===== src/rtl/sense_irq_ctrl.sv =====
module sense_irq_ctrl #(
  parameter int NSRC = 32,
  parameter int AW   = 4
) (
  input  logic            clk,
  input  logic            rst_n,
  input  logic [NSRC-1:0] src_in,
  input  logic            wr_en,
  input  logic [AW-1:0]   addr,
  input  logic [NSRC-1:0] wdata,
  output logic [NSRC-1:0] rdata,
  output logic            irq_nc,
  output logic            irq_crit
);
  localparam logic [AW-1:0] A_STAT = AW'(4'h0);
  localparam logic [AW-1:0] A_EN   = AW'(4'h2);
  localparam logic [AW-1:0] A_CLS  = AW'(4'h3);
  localparam logic [AW-1:0] A_POL  = AW'(4'h4);
  localparam logic [AW-1:0] A_TRIG = AW'(4'h5);
  localparam logic [AW-1:0] A_MSK  = AW'(4'h6);

  logic [NSRC-1:0] src_rev, sync1_q, sync2_q, prev_q;
  logic [NSRC-1:0] status_q, enable_q, class_q, pol_q, trig_q;
  logic [NSRC-1:0] act, prev_act, set_v, clr_v, masked;

  always_comb
    for (int n = 0; n < NSRC; n++) src_rev[NSRC-1-n] = src_in[n];

  assign act      = ~(sync2_q ^ pol_q);
  assign prev_act = ~(prev_q ^ pol_q);
  assign set_v    = (trig_q & act & ~prev_act) | (~trig_q & act);
  assign clr_v    = (wr_en && addr == A_STAT) ? wdata : '0;
  assign masked   = status_q & enable_q;

  always_ff @(posedge clk or negedge rst_n)
    if (!rst_n) begin
      sync1_q <= '0;
      sync2_q <= '0;
      prev_q  <= '0;
    end else begin
      sync1_q <= src_rev;
      sync2_q <= sync1_q;
      prev_q  <= sync2_q;
    end

  always_ff @(posedge clk or negedge rst_n)
    if (!rst_n) begin
      status_q <= '0;
      enable_q <= '0;
      class_q  <= '0;
      pol_q    <= '1;
      trig_q   <= '0;
    end else begin
      status_q <= (status_q & ~clr_v) | set_v;
      if (wr_en) begin
        if (addr == A_EN)   enable_q <= wdata;
        if (addr == A_CLS)  class_q  <= wdata;
        if (addr == A_POL)  pol_q    <= wdata;
        if (addr == A_TRIG) trig_q   <= wdata;
      end
    end

  always_ff @(posedge clk or negedge rst_n)
    if (!rst_n) begin
      rdata    <= '0;
      irq_nc   <= 1'b0;
      irq_crit <= 1'b0;
    end else begin
      irq_nc   <= |(masked & ~class_q);
      irq_crit <= |(masked & class_q);
      case (addr)
        A_STAT:  rdata <= status_q;
        A_EN:    rdata <= enable_q;
        A_CLS:   rdata <= class_q;
        A_POL:   rdata <= pol_q;
        A_TRIG:  rdata <= trig_q;
        A_MSK:   rdata <= masked;
        default: rdata <= '0;
      endcase
    end
endmodule



===== config.mk =====
export PLATFORM = sky130hd
export DESIGN_NAME = sense_irq_ctrl
export DESIGN_NICKNAME = d
export VERILOG_FILES = /design/src/rtl/sense_irq_ctrl.sv
export SDC_FILE = /design/constraint.sdc
export NUM_CORES = 1
export LEC_CHECK = 0
export CAP_MARGIN = 20
export CORE_MARGIN = 4
export CORE_UTILIZATION = 54
export CTS_CLUSTER_SIZE = 30
export DETAILED_ROUTE_END_ITERATION = 8
export PLACE_DENSITY_LB_ADDON = 0.12
export SLEW_MARGIN = 20
export SYNTH_ARGS = -nofsm -noshare
export SYNTH_HDL_FRONTEND = slang
export SYNTH_SLANG_ARGS = --single-unit

===== constraint.sdc =====
create_clock -name clk -period 1.3 [get_ports clk]
set_input_delay 0.325 -clock clk [delete_from_list [all_inputs] [get_ports clk]]
set_output_delay 0.325 -clock clk [all_outputs]
set_load 0.05 [all_outputs]

Yosys cells after proc, flatten, opt, wreduce, memory -nomap -nowiden
Index checks and enable logic that the tools add are counted.
W data, S select, Z words.
{ "totals": {"out_inout_bits": 34, "inputBits": 71, "reg_bits": 290} }
{ "classes": {"mux": 2, "bitwise_logic": 17, "reduce_logical": 8, "eq_ne": 5} }
{ "ops": {"columns": ["cell", "n"], "rows": [
  ["$and A32 B32 Y32", 7],
  ["$not A32 Y32", 6],
  ["$pmux W32 S6", 1],
  ["$or A32 B32 Y32", 2],
  ["$reduce_or A32 Y1", 2],
  ["$xor A32 B32 Y32", 2],
  ["$mux W32", 1],
  ["$eq A4 B3 Y1 const B", 3],
  ["$eq A4 B2 Y1 const B", 2],
  ["$reduce_and A2 Y1", 4],
  ["$logic_not A4 Y1", 1],
  ["$logic_and A1 B1 Y1", 1]
]} }

Logic depth before layout (Yosys ltp)
Gate-level depths: netlist of the first run.
{ "logic_depth": {"word_depth": 6, "depth_mapped": 6, "mapped_depth_nobuf": 4} }

Worst setup path after synthesis of the first run
No wires, ideal clock.
{ "synth_path": {"kind": "input to register", "start": "in addr[1]", "end": "reg trig_q[10]", "setup_time_ns": 0.125, "path_slack_ns": -0.157, "required_ns": 1.175, "n_path_buf": 2, "cell_stages": 5, "arrival_time_ns": 1.332, "cell_sequence": "and4bb_2 > buf_2 > nand2_1 > buf_6 > mux2_2"} }
{ "synth_between": {"elab_chain_cells": 2} }
{ "synth_rtl": {"columns": ["item", "line_no", "text"], "rows": [
  ["from (decl)", "9", "input logic [AW-1:0] addr,"],
  ["$eq A4 B3 Y1", "59", "if (addr == A_TRIG) trig_q <= wdata;"],
  ["$reduce_and A2 Y1 (no line)", null, null],
  ["to (signal assigned)", "59", null],
  ["to (decl)", "23", "logic [NSRC-1:0] status_q, enable_q, class_q, pol_q, trig_q;"]
]} }
No other way between the ends.
A chain may end at the register's enable or synchronous reset.

Worst setup path after layout of the first run
{ "layout_path": {"start": "reg rdata[24]", "end": "out rdata[24]"} }
{ "layout_lines": {"columns": ["item", "line_no", "text"], "rows": [
  ["from (decl)", "11", "output logic [NSRC-1:0] rdata,"],
  ["from (signal assigned)", "72", "A_STAT: rdata <= status_q;"],
  ["from (signal assigned)", "73", "A_EN: rdata <= enable_q;"],
  ["from (signal assigned)", "74", "A_CLS: rdata <= class_q;"]
]} }
No word-level cell between the ends.

==> flow_summary_export.csv, run 1 <==
group,metric,value,unit
floorplan,rows,53,
grt,gr-total-overflow,0,
setup_path,required,980,ps
routing,wl,31000,um
final_layout,finalNonFillerCells,1442,
sta,grt_setup_unrepaired,"yes",
placed_design,dp_hpwl,18900,um
sta,setup_violations,36,
setup_path,worstPathCellList,"buf_12",
cts,cts_inserted_buffers,29,
sta,report.final.hold_viol_count,0,
final_layout,antenna_cells,0,
logic_synthesis,netlist_area,0.0116,mm2
cts,cts.htree.levels,1,
placed_design,placed_area,0.0143,mm2
logic_synthesis,synthTopCellsByArea,"dfrtp_1 56%, mux2_2 9.5%, dfstp_2 7.3%",
routing,detail-route-antenna-nets,0,
routing,vias,8566,
logic_synthesis,ys.flop_type,"dfrtp_1",
cts,cts_buffer_depth,3,
setup_path,cp-end-kind,"output port",
logic_synthesis,ys_warn_count,0,
sta,max_freq,676,MHz
grt,grt_first_pass_wirelength,49000,um
setup_path,path_buf_inv,1,
grt,grt_start_max_net_pins,75,
routing,drt_iter0_markers,598,
setup_path,cp-start-kind,"flip-flop",
placed_design,io_buffers,104,
floorplan,io_pins,105,
floorplan,fp.dieH,154,um
sta,min_period,1480,ps
pwr,total_power,24.7,mW
logic_synthesis,avgSynthCellArea,12.8,um2
final_layout,fin_area,0.0158,mm2
floorplan,dieArea,0.0239,mm2
placed_design,routabilityCongestion,0.838,
sta,tightest_slew,452,ps
floorplan,coreArea,0.0211,mm2
floorplan,die_x,154,um
sta,slew_viol_final,0,
cts,cts_root_buf,"clkbuf_16",
sta,slew_headroom,69.9,%
final_layout,fillers,1344,
logic_synthesis,syn_nets,978,
routing,drc_errors,0,
logic_synthesis,synth-seq-cells,290,
status,violations,"negative setup slack",
sta,min_period_over_period,114,%
logic_synthesis,netlist_instances,907,
routing,drt-vias-per-instance,5.94,
setup_path,crit_arrival,1150,ps
pwr,ir_drop,0.00120,V
placed_design,dp.cells,1360,
pwr,p_leak,7.20,nW
logic_synthesis,synth_edf_count,0,
logic_synthesis,async_flop_share,100,%
run,max_cap_violations,0,
cts,tritoncts,"yes",
setup_path,critPathTopFamily,"flip-flops",
final_layout,drive_gt1_share,32.4,%
logic_synthesis,synth_top_area_cell,"dfrtp_1",
final_layout,syn2layout_area_growth,36.2,%
pwr,power_density,1560,mW/mm2
sta,fin_skew,8.41,ps
logic_synthesis,ys_seq_area_share,63.0,%
grt,grtUsageTotal,26.1,%
routing,post_drt_wl_per_cell,21.5,um
sta,setup_tns,-4290,ps
routing,first_pass_iters,5,
grt,grt_pass1_vias,8873,
logic_synthesis,netlist.area_leader.share,55.7,%
setup_path,crit_fanout,1,
logic_synthesis,synth_commonest_cells,"258 x dfrtp_1, 120 x nand2_1, 109 x nand3_1",
status,outcome,"complete, but fails checks",
grt,antenna_found_initial,0,
logic_synthesis,yosysMostFrequentCell,"dfrtp_1",
setup_path,critPathKind,"reg -> out",
logic_synthesis,synth_cell_type_count,31,
cts,clk_latency,550,ps
sta,setup_slack,-178,ps
min_path,hold_path_class,"in -> async",
cts,clock_sinks,290,
cts,clkTransAtPathRegs,60,ps
floorplan,start_util,54.9,%
setup_path,slowest_delay,430,ps
final_layout,final_nets,1215,
setup_path,worst_path_max_delay_cell,"dfrtp_1",
## cells by family (layout without fill, tap and decap cells)
kind of cell    after synthesis  count (layout)  synth area share, %
buf+inv                      40             300                 1.71
xor+xnor                     18              18                 1.36
compound gates              153             153                 9.81
mux                         128             128                 12.4
flops                       290             290                 63.0
simple gates                278             278                 11.7
## power breakdown
group,switching (mW),internal [mW],total (mW)
clock network,3.37,4.97,8.34
logic,2.09,2.59,4.68
registers,1.22,10.5,11.7
## final timing paths
kind / endpoint / start / cells after the start / slack [ps]
min reg2reg: sync2_q[4] / sync1_q[4] / 0 / 350
max reg2reg: irq_nc / status_q[20] / 5 / -30
max: rdata[24] / rdata[24] / 1 / -180
min: status_q[14] / rst_n / 2 / 180
min in group clk: sync1_q[9] / src_in[22] / 1 / 210
max in group asynchronous: pol_q[24] / rst_n / 4 / 450
## registers in the layout, summed over array words and instances, names as in the netlist
signal    flops
class_q      32
enable_q     32
pol_q        32
prev_q       32
rdata        32
status_q     32
sync1_q      32
sync2_q      32
trig_q       32
irq_crit      1
irq_nc        1
## layer usage
layer | GRT usage, % | vias to the layer above | share of wire, %
met5 | 0.828 | - | 0
met4 | 11.4 | 0 | 4.5
met3 | 4.14 | 102 | 7.1
met2 | 42.9 | 357 | 49
met1 | 34.6 | 4313 | 40
li1 | - | 3794 | -
## cells in the final DEF (no fill, tap or decap), types with 30 or more instances in the layout
| master | netlist | layout |
|---|---|---|
| mux2_1 | 30 | 30 |
| clkdlybuf4s50_1 | 0 | 65 |
| mux2_2 | 98 | 82 |
| a22oi_1 | 64 | 64 |
| nand3_1 | 109 | 104 |
| dfstp_2 | 32 | 32 |
| buf_12 | 0 | 55 |
| a21o_1 | 40 | 40 |
| nand2_1 | 120 | 116 |
| buf_4 | 0 | 102 |
| dfrtp_1 | 258 | 256 |
| clkbuf_16 | 0 | 30 |
## through the flow
step                hold WS, ps  util [%]  setup slack, ps
finish                      177      74.8             -178
global route                184      74.8             -204
detailed placement          140      68.0             -844
CTS                         160      74.3             -200
floorplan                  29.4         -            -90.8
global placement            141      68.0             -796
## layout make-up
class	instances	area [um2]	share of cell area, %
clock inverter	8	96.3	0.610
sequential	290	7300	46.3
multi-input combinational	577	4280	27.1
inverter	1	3.75	0.0238
clock buffer	46	870	5.51
timing repair buffer	245	2890	18.3
tap	275	344	2.18
## what timing repair did
action                                 4_1_cts  5_1_grt
setup endpoints to repair                  228       99
resized for setup                           34       14
buffers inserted                            11        9
hold buffers                                 1        0
gates cloned                                 7        1
pin swaps                                    9       16
endpoints found under the hold margin      188        0
(Power assumes the default switching activity.)
==> run 2, diff against run 1 <==
--- a/config.mk
+++ b/config.mk
@@ -7,7 +7,7 @@
 export LEC_CHECK = 0
 export CAP_MARGIN = 20
 export CORE_MARGIN = 4
-export CORE_UTILIZATION = 54
+export CORE_UTILIZATION = 50
 export CTS_CLUSTER_SIZE = 30
 export DETAILED_ROUTE_END_ITERATION = 8
 export PLACE_DENSITY_LB_ADDON = 0.12
==> flow_summary_export.csv, run 2 (synthesis gave the netlist of run 1 again) <==
group,metric,value,unit
pwr,internal-power,18.3,mW
sta,slew_viol_final,0,
setup_path,path_buf_inv,1,
routing,post_drt_wl_per_cell,20.5,um
run,max_cap_violations,0,
grt,grt_first_pass_wirelength,47100,um
final_layout,drive_gt1_share,32.0,%
cts,clk_latency,560,ps
grt,grt_pass1_vias,8695,
final_layout,final_common_cell,"dfrtp_1",
setup_path,rr_worst_depth,5,
pwr,power_frac_clock,35.2,%
cts,cts_inserted_buffers,31,
sta,fin_skew,8.14,ps
floorplan,io_pins,105,
sta,report.final.hold_viol_count,0,
grt,antenna_found_initial,1,
pwr,ir_drop,0.00104,V
final_layout,antenna_cells,0,
sta,min_period_over_period,112,%
pwr,power_density,1590,mW/mm2
sta,tightest_slew,446,ps
pwr,netSwitchingFraction,26.7,%
pwr,p_seq_share,46.6,%
status,outcome,"complete, but fails checks",
placed_design,io_buffers,104,
grt,grtUsageTotal,22.8,%
setup_path,worstPathCellList,"buf_12",
setup_path,worst_path_max_delay_cell,"dfrtp_1",
cts,cts_root_buf,"clkbuf_16",
routing,first_pass_iters,5,
setup_path,required,980,ps
floorplan,start_util,51.0,%
cts,cts_buffer_depth,3,
setup_path,cp-end-kind,"output port",
setup_path,critPathTopFamily,"flip-flops",
routing,vias,8299,
cts,clock_sinks,290,
setup_path,crit_fanout,1,
status,violations,"negative setup slack",
cts,clkTransAtPathRegs,60,ps
floorplan,die_x,160,um
setup_path,critPathKind,"reg -> out",
grt,gr-total-overflow,0,
setup_path,crit_arrival,1140,ps
placed_design,pre_cts_ws,-901,ps
pwr,pwr-share-comb,18.2,%
min_path,hold_path_class,"in -> async",
pwr,p_sw,6.69,mW
setup_path,cp-start-kind,"flip-flop",
routing,drt_iter0_markers,589,
sta,setup_slack,-162,ps
floorplan,rows,55,
final_layout,final_nets,1198,
routing,detail-route-antenna-nets,0,
placed_design,dp_hpwl,19000,um
sta,slew_headroom,70.2,%
placed_design,routabilityCongestion,0.810,
sta,setup_tns,-4770,ps
routing,drt-vias-per-instance,5.78,
sta,min_period,1460,ps
final_layout,mostFrequentLayoutCells,"258 x dfrtp_1, 111 x nand2_1, 104 x nand3_1",
routing,wl,29400,um
sta,setup_violations,36,
routing,drc_errors,0,
cts,cts.htree.levels,1,
pwr,total_power,25.0,mW
sta,max_freq,684,MHz
setup_path,slowest_delay,410,ps
grt,grt_start_max_net_pins,70,
floorplan,dieArea,0.0257,mm2
floorplan,coreArea,0.0227,mm2
cts,tritoncts,"yes",
pwr,p_leak,7.13,nW
floorplan,fp.dieH,160,um
final_layout,syn2layout_area_growth,35.7,%
setup_path,worstSetupPathDepth,1,
sta,grt_setup_unrepaired,"yes",
-- run 2: cell types whose count changed in the layout (fill, tap and decap cells not counted), moves of 5 or more --
cell	before	now
buf_4	102	84
clkbuf_8	8	13
nand2_1	116	111
nand2_2	3	9
-- run 2: layout make-up --
cell class,instances,area (um2)
flip-flops and latches,290,7300
repair buffers,226,2700
clock buffers,54,992
fillers,1631,6990
clock inverters,4,60.1
well taps,285,357
inverters,1,3.75
multi-input cells,577,4310
-- run 2: final timing paths --
kind                       slack, ps     endpoint   startpoint
max                             -160    rdata[10]    rdata[10]
min                              160  class_q[17]        rst_n
max reg2reg                      -50     irq_crit  class_q[20]
min reg2reg                      350  sync2_q[14]  sync1_q[14]
max in group asynchronous        530    pol_q[31]        rst_n
min in group clk                 200   sync1_q[2]   src_in[29]
-- run 2: stage by stage --
stage,util [%],instances,cell area [um2],hold WS (ps)
after floorplan,-,907,11700,29.4
after global placement,62.6,1358,14200,140
after detailed placement,62.6,1358,14200,138
after CTS,68.7,1428,15600,153
after global routing,69.2,1437,15700,161
final,69.2,1437,15700,162
-- run 2: timing repair --
item,CTS,global route
gates resized for setup,44,17
gates cloned,4,2
buffers inserted,7,7
setup endpoints to repair,228,90
endpoints found under the hold margin,260,0
hold buffers,1,0
pin swaps,20,14
-- run 2: worst register-to-register path: stages, from the launching register on --
cell	delay, ps
dfrtp_1	420
nand3_1	130
nand4_1	150
nor4_4	310
buf_4	160
nand2_2	60
-- run 2: layer usage --
layer / part of all wire [%] / vias up / track usage, %
met4: 3.6 / 2 / 8.25
li1: - / 3768 / -
met3: 5.6 / 80 / 3.74
met2: 49 / 266 / 37.8
met1: 42 / 4183 / 30.7
met5: 0.044 / - / 0
-- run 2: power groups by stage --
| stage | Combinational, mW | Clock, mW | Sequential, mW |
|---|---|---|---|
| detailed placement | 4.31 | 0 | 11.8 |
| CTS | 4.49 | 8.96 | 11.6 |
| global placement | 4.23 | 0 | 11.7 |
| floorplan | 1.89 | 0 | 11.8 |
| finish | 4.54 | 8.81 | 11.7 |
| global route | 4.90 | 9.41 | 11.8 |
